**src/rtl/sc_entry_pkg.sv**
```systemverilog
package sc_entry_pkg;

  // Architectural (big-endian) bit ranges cleared in the saved status word.
  localparam int unsigned ZR_A_FIRST = 33;
  localparam int unsigned ZR_A_LAST  = 36;
  localparam int unsigned ZR_B_FIRST = 42;
  localparam int unsigned ZR_B_LAST  = 47;

  typedef enum logic {
    FORM_PLAIN = 1'b0,
    FORM_VECT  = 1'b1
  } sc_form_e;

  typedef struct packed {
    logic srr0;
    logic srr1;
    logic lr;
    logic ctr;
    logic msr;
  } sc_we_t;

  // True when big-endian bit k of the status word is forced to zero.
  function automatic logic be_bit_cleared(input int unsigned k);
    return ((k >= ZR_A_FIRST) && (k <= ZR_A_LAST)) ||
           ((k >= ZR_B_FIRST) && (k <= ZR_B_LAST));
  endfunction

  function automatic sc_we_t we_for_form(input sc_form_e f);
    sc_we_t w;
    w.msr  = 1'b1;
    w.srr0 = (f == FORM_PLAIN);
    w.srr1 = (f == FORM_PLAIN);
    w.lr   = (f == FORM_VECT);
    w.ctr  = (f == FORM_VECT);
    return w;
  endfunction

endpackage

```
**src/rtl/sc_ret_addr.sv**
```systemverilog
module sc_ret_addr #(
  parameter int unsigned XLEN       = 64,
  parameter int unsigned NARROW_W   = 32,
  parameter int unsigned INSN_BYTES = 4
) (
  input  logic [XLEN-1:0] ia,
  input  logic            narrow,
  output logic [XLEN-1:0] ret
);
  localparam logic [XLEN-1:0] STEP      = XLEN'(INSN_BYTES);
  localparam logic [XLEN-1:0] NARROW_MK = {{(XLEN-NARROW_W){1'b0}}, {NARROW_W{1'b1}}};

  logic [XLEN-1:0] sum;

  always_comb begin
    sum = ia + STEP;
    ret = narrow ? (sum & NARROW_MK) : sum;
  end
endmodule

```
**src/rtl/sc_stat_merge.sv**
```systemverilog
module sc_stat_merge
  import sc_entry_pkg::*;
#(
  parameter int unsigned XLEN = 64
) (
  input  logic [XLEN-1:0] msr_in,
  output logic [XLEN-1:0] stat_out
);
  function automatic logic [XLEN-1:0] build_keep();
    logic [XLEN-1:0] m;
    for (int unsigned k = 0; k < XLEN; k++) begin
      m[XLEN-1-k] = !be_bit_cleared(k);
    end
    return m;
  endfunction

  localparam logic [XLEN-1:0] KEEP = build_keep();

  for (genvar b = 0; b < XLEN; b++) begin : g_bit
    if (KEEP[b]) begin : g_copy
      assign stat_out[b] = msr_in[b];
    end else begin : g_zero
      assign stat_out[b] = 1'b0;
    end
  end
endmodule

```
**src/rtl/sc_tgt_sel.sv**
```systemverilog
module sc_tgt_sel
  import sc_entry_pkg::*;
#(
  parameter int unsigned XLEN       = 64,
  parameter int unsigned NARROW_W   = 32,
  parameter logic [15:0] VEC_OFFSET = 16'h0C00
) (
  input  sc_form_e        form,
  input  logic            narrow,
  input  logic [XLEN-1:0] vec_tgt,
  output logic [XLEN-1:0] tgt
);
  localparam logic [XLEN-1:0] NARROW_MK = {{(XLEN-NARROW_W){1'b0}}, {NARROW_W{1'b1}}};
  localparam logic [XLEN-1:0] FIXED_TGT = XLEN'(VEC_OFFSET);

  always_comb begin
    if (form == FORM_VECT) begin
      tgt = narrow ? (vec_tgt & NARROW_MK) : vec_tgt;
    end else begin
      tgt = FIXED_TGT;
    end
  end
endmodule

```
**src/rtl/sc_entry_saver.sv**
```systemverilog
module sc_entry_saver
  import sc_entry_pkg::*;
#(
  parameter int unsigned XLEN       = 64,
  parameter int unsigned NARROW_W   = 32,
  parameter int unsigned INSN_BYTES = 4,
  parameter logic [15:0] VEC_OFFSET = 16'h0C00
) (
  input  logic            clk,
  input  logic            rst,
  input  logic            req_valid,
  input  logic            req_vec,
  input  logic            addr32_mode,
  input  logic [XLEN-1:0] cur_ia,
  input  logic [XLEN-1:0] msr_cur,
  input  logic [XLEN-1:0] msr_new,
  input  logic [XLEN-1:0] vec_tgt,
  output logic            out_valid,
  output logic            srr0_we,
  output logic            srr1_we,
  output logic            lr_we,
  output logic            ctr_we,
  output logic            msr_we,
  output logic [XLEN-1:0] ret_addr,
  output logic [XLEN-1:0] stat_word,
  output logic [XLEN-1:0] msr_next,
  output logic [XLEN-1:0] nia
);
  localparam logic [XLEN-1:0] HI_MASK = ~{{(XLEN-NARROW_W){1'b0}}, {NARROW_W{1'b1}}};

  sc_form_e        form_d;
  sc_we_t          we_d;
  sc_we_t          we_q;
  logic [XLEN-1:0] ret_d;
  logic [XLEN-1:0] stat_d;
  logic [XLEN-1:0] tgt_d;

  assign form_d = req_vec ? FORM_VECT : FORM_PLAIN;
  assign we_d   = we_for_form(form_d);

  sc_ret_addr #(
    .XLEN(XLEN), .NARROW_W(NARROW_W), .INSN_BYTES(INSN_BYTES)
  ) u_ret (
    .ia(cur_ia), .narrow(addr32_mode), .ret(ret_d)
  );

  sc_stat_merge #(.XLEN(XLEN)) u_stat (
    .msr_in(msr_cur), .stat_out(stat_d)
  );

  sc_tgt_sel #(
    .XLEN(XLEN), .NARROW_W(NARROW_W), .VEC_OFFSET(VEC_OFFSET)
  ) u_tgt (
    .form(form_d), .narrow(addr32_mode), .vec_tgt(vec_tgt), .tgt(tgt_d)
  );

  // Control path: strobe and enables, reset to idle.
  always_ff @(posedge clk) begin
    if (rst) begin
      out_valid <= 1'b0;
      we_q      <= '0;
    end else begin
      out_valid <= req_valid;
      we_q      <= req_valid ? we_d : '0;
    end
  end

  // Data path: captured on each request, no reset needed.
  always_ff @(posedge clk) begin
    if (req_valid) begin
      ret_addr  <= ret_d;
      stat_word <= stat_d;
      msr_next  <= msr_new;
      nia       <= tgt_d;
    end
  end

  assign srr0_we = we_q.srr0;
  assign srr1_we = we_q.srr1;
  assign lr_we   = we_q.lr;
  assign ctr_we  = we_q.ctr;
  assign msr_we  = we_q.msr;

  // Assertions
  p_idle_after_reset_r1: assert property (@(posedge clk)
    $past(rst) |-> !out_valid && !msr_we && !srr0_we && !lr_we);

  p_we_inside_valid_r2: assert property (@(posedge clk) disable iff (rst)
    (srr0_we || srr1_we || lr_we || ctr_we || msr_we) |-> out_valid);

  p_pair_exclusive_r7: assert property (@(posedge clk) disable iff (rst)
    out_valid |-> $onehot0({srr0_we, lr_we}) && $onehot0({srr1_we, ctr_we}));

  p_zero_fields_r4: assert property (@(posedge clk) disable iff (rst)
    out_valid |-> (stat_word[30:27] == 4'd0) && (stat_word[21:16] == 6'd0));

  p_copied_fields_r5: assert property (@(posedge clk) disable iff (rst)
    out_valid |-> (stat_word[XLEN-1:31] == $past(msr_cur[XLEN-1:31])) &&
                  (stat_word[26:22] == $past(msr_cur[26:22])) &&
                  (stat_word[15:0] == $past(msr_cur[15:0])));

  p_plain_target_r6: assert property (@(posedge clk) disable iff (rst)
    (out_valid && srr0_we) |-> nia == XLEN'(VEC_OFFSET));

  p_narrow_addr_r9: assert property (@(posedge clk) disable iff (rst)
    (out_valid && $past(addr32_mode)) |-> ((ret_addr & HI_MASK) == '0) &&
                                          ((nia & HI_MASK) == '0));
endmodule

```
**config.mk**
```make
export PLATFORM = sky130hd
export DESIGN_NAME = sc_entry_saver
export DESIGN_NICKNAME = d
export VERILOG_FILES = /design/src/rtl/sc_entry_pkg.sv /design/src/rtl/sc_ret_addr.sv /design/src/rtl/sc_stat_merge.sv /design/src/rtl/sc_tgt_sel.sv /design/src/rtl/sc_entry_saver.sv
export SDC_FILE = /design/constraint.sdc
export NUM_CORES = 1
export LEC_CHECK = 0
export ABC_CLOCK_PERIOD_IN_PS = 2700
export BUFFER_PORTS_ARGS = -buffer_cell sky130_fd_sc_hd__clkbuf_2
export CORE_AREA = 2 2 204 206
export CTS_CLUSTER_DIAMETER = 60
export DETAILED_ROUTE_END_ITERATION = 16
export DIE_AREA = 0 0 206 208
export SETUP_SLACK_MARGIN = 0.2
export SKIP_LAST_GASP = 1
export SYNTH_ARGS = -nofsm -noshare
export SYNTH_HDL_FRONTEND = slang
export SYNTH_SLANG_ARGS = --single-unit
```
**constraint.sdc**
```tcl
create_clock -name clk -period 2.7 [get_ports clk]
set_input_delay 0.405 -clock clk [delete_from_list [all_inputs] [get_ports clk]]
set_output_delay 0.405 -clock clk [all_outputs]
set_load 0.01 [all_outputs]
```
==> flow_metrics.env <==
export IMPL_htree_levels=1
export IMPL_irDropWorstVdd_uv=393
export IMPL_period_share=0.777
export IMPL_grt_util_all_layers=0.140
export IMPL_finalSetupTns_ps=0
export IMPL_grt_pass1_vias=7522
export IMPL_synth_top_cell_area_share=0.779
export IMPL_final_core_util=0.363
export IMPL_drive_gt1_frac=0.466
export IMPL_start_kind="input port"
export IMPL_ys_types=36
export IMPL_cts_path_max_buffers=3
export IMPL_leakagePower_nw=6.15
export IMPL_fin_nets=1486
export IMPL_path_cells="clkbuf_2 -> nand3_1 -> nor4_2 -> buf_4 -> nand4_1 -> buf_12 -> or4_1 -> a21oi_1"
export IMPL_io_buffer_count=502
export IMPL_synth_edf_count=246
export IMPL_synthCells=584
export IMPL_switchingPower_w=0.00230
export IMPL_drt_iter0_drc=291
export IMPL_routed_via_density=4.13
export IMPL_postCtsSetupRepairBufs=0
export IMPL_crit_slowest_cell="or4_1"
export IMPL_cp_arrival_ps=2500
export IMPL_syn_area_per_cell_um2=16.2
export IMPL_postRouteAntennaNets=0
export IMPL_post_drt_wl_per_cell_um=18.0
export IMPL_maxCapViolCount=0
export IMPL_grt_overflow=0
export IMPL_hold_viol=0
export IMPL_start_util=0.234
export IMPL_grt_max_degree=63
export IMPL_synth_most_common_cell="edfxtp_1"
export IMPL_cts_sinks=249
export IMPL_min_period_ps=2100
export IMPL_synthFlopType="edfxtp_1"
export IMPL_synth_seq_area_share=0.785
export IMPL_hp_class="in -> reg"
export IMPL_rows=74
export IMPL_drc_errors=0
export IMPL_synth_top_area_cell="edfxtp_1"
export IMPL_core_um2=40600
export IMPL_slowest_delay_ps=490
export IMPL_die_w_um=206
export IMPL_combPwrFrac=0.112
export IMPL_max_freq_ghz=0.477
export IMPL_synth_commonest_cells="edfxtp_1, and2_1, nor2_1"
export IMPL_synth_area_leaders="edfxtp_1, and2_1, xnor2_1, xor2_1, nand4_1"
export IMPL_clkPwrFrac=0.400
export IMPL_cts_buffers=31
export IMPL_grt_pass1_wl_um=45200
export IMPL_rsz0062_at_grt="false"
export IMPL_post_dp_hpwl_um=24100
export IMPL_status="finished clean"
export IMPL_sw_frac_of_total=0.240
export IMPL_crit_required_ps=3100
export IMPL_cts_tree="yes"
export IMPL_finalMaxSlewViolations=0
export IMPL_root_buffer="clkbuf_16"
export IMPL_die_area_um2=42800
export IMPL_cts_resized_gates=0
export IMPL_clk_pin_slew_worst_paths_ps=60
export IMPL_setup_viol=0
export IMPL_die_y_um=208
export IMPL_syn_cell_area_um2=9480
export IMPL_area_growth_pct=55.1
export IMPL_ys_warn_count=0
export IMPL_drt_pass1_iterations=4
export IMPL_p_per_area_nw_per_um2=651
export IMPL_pwr_share_seq=0.488
export IMPL_path_class="in -> reg"
export IMPL_antenna_found_initial=6
export IMPL_yosys_register_bits=249
export IMPL_num_vias=7358
export IMPL_drt_total_wl_um=32000
export IMPL_power_internal_w=0.00728
export IMPL_routabilityCongestion=0.790
export IMPL_synthArstFlopShare=0
export IMPL_end_kind="flop"
export IMPL_top_level_ports=523
export IMPL_path_max_fanout=15
-- cell families (layout without fill, tap and decap cells) --
group           Yosys count  after routing  share of synthesized area
compound gates           46             46                     0.0261
flops                   249            249                      0.785
buf+inv                  37            690                     0.0214
other cells               1             13                   0.000395
fa+ha+maj                 1              1                    0.00132
simple gates            213            213                      0.131
xor+xnor                 37             37                     0.0342
-- state kept, by name, summed over array words and instances, names as in the netlist --
signal / flops
msr_next: 64
nia: 64
ret_addr: 64
stat_word: 54
ctr_we: 1
out_valid: 1
srr1_we: 1
-- metrics by stage --
stage	power (W)	hold slack, ps	setup slack, ps	instances	instance area (um2)
6_report	0.00958	34.5	602	1781	14700
2_1_floorplan	0.00504	477	484	593	9520
3_3_place_gp	0.00569	579	48.3	1623	12800
3_5_place_dp	0.00571	584	25.8	1623	12800
5_1_grt	0.00997	0.394	508	1780	14700
4_1_cts	0.00972	0.543	604	1776	14700
-- path summary, 6_finish.rpt --
| path | startpoint | endpoint | cells after the start |
|---|---|---|---|
| max | cur_ia[6] | ret_addr[62] | 8 |
| min | msr_new[59] | msr_next[59] | 1 |
-- metal layers --
metal | up-vias | global-route usage | share of wire
met5 | - | 0 | 0.00041
met4 | 2 | 0.0584 | 0.037
met3 | 71 | 0.0410 | 0.086
met2 | 320 | 0.255 | 0.51
met1 | 3498 | 0.149 | 0.37
li1 | 3467 | - | -
-- cell type report --
type | count | area [um2]
timing repair buffer | 625 | 3750
antenna | 3 | 7.51
inverter | 10 | 37.5
sequential | 249 | 7450
tap | 532 | 666
clock buffer | 38 | 802
clock inverter | 17 | 134
fill | 3915 | 25800
multi-input combinational | 307 | 1870
-- worst max-delay path: cells and delay by family --
family,cells,cell delay (ps)
compound gates,1,160
buf+inv,3,530
simple gates,4,1400
-- cells in the final DEF (no fill, tap or decap), drive strengths merged --
master	netlist	layout
o21ai	16	16
bufinv	0	1
o31ai	7	7
or3	18	18
nor4	8	8
and3	5	5
dlygate4sd3	0	100
or2	4	4
diode	0	3
edfxtp	246	246
nand2b	3	3
nand4b	1	1
inv	10	16
nor2	24	24
and2	65	65
a21oi	23	23
dfxtp	3	3
xor2	17	17
ha	1	1
clkbuf	12	539
nand2	23	23
clkinvlp	0	2
nand4	20	20
buf	15	24
xnor2	20	20
and4	2	2
nor3	9	9
or4	8	8
nand3	20	20
conb	1	10
nor2b	3	3
clkinv	0	8
-- power by group through the flow --
stage               Sequential [W]  Combinational [W]  Clock, W
detailed placement         0.00475           0.000958         0
global placement           0.00474           0.000949         0
finish                     0.00467            0.00107   0.00383
CTS                        0.00468            0.00108   0.00396
global route               0.00470            0.00116   0.00411
floorplan                  0.00491           0.000132         0
-- what timing repair did --
action / 4_1_cts / 5_1_grt
hold endpoints to repair: 98 / 2
setup endpoints to repair: 0 / 0
hold buffers: 98 / 2
Note: power is estimated with default switching activity, not from simulation.
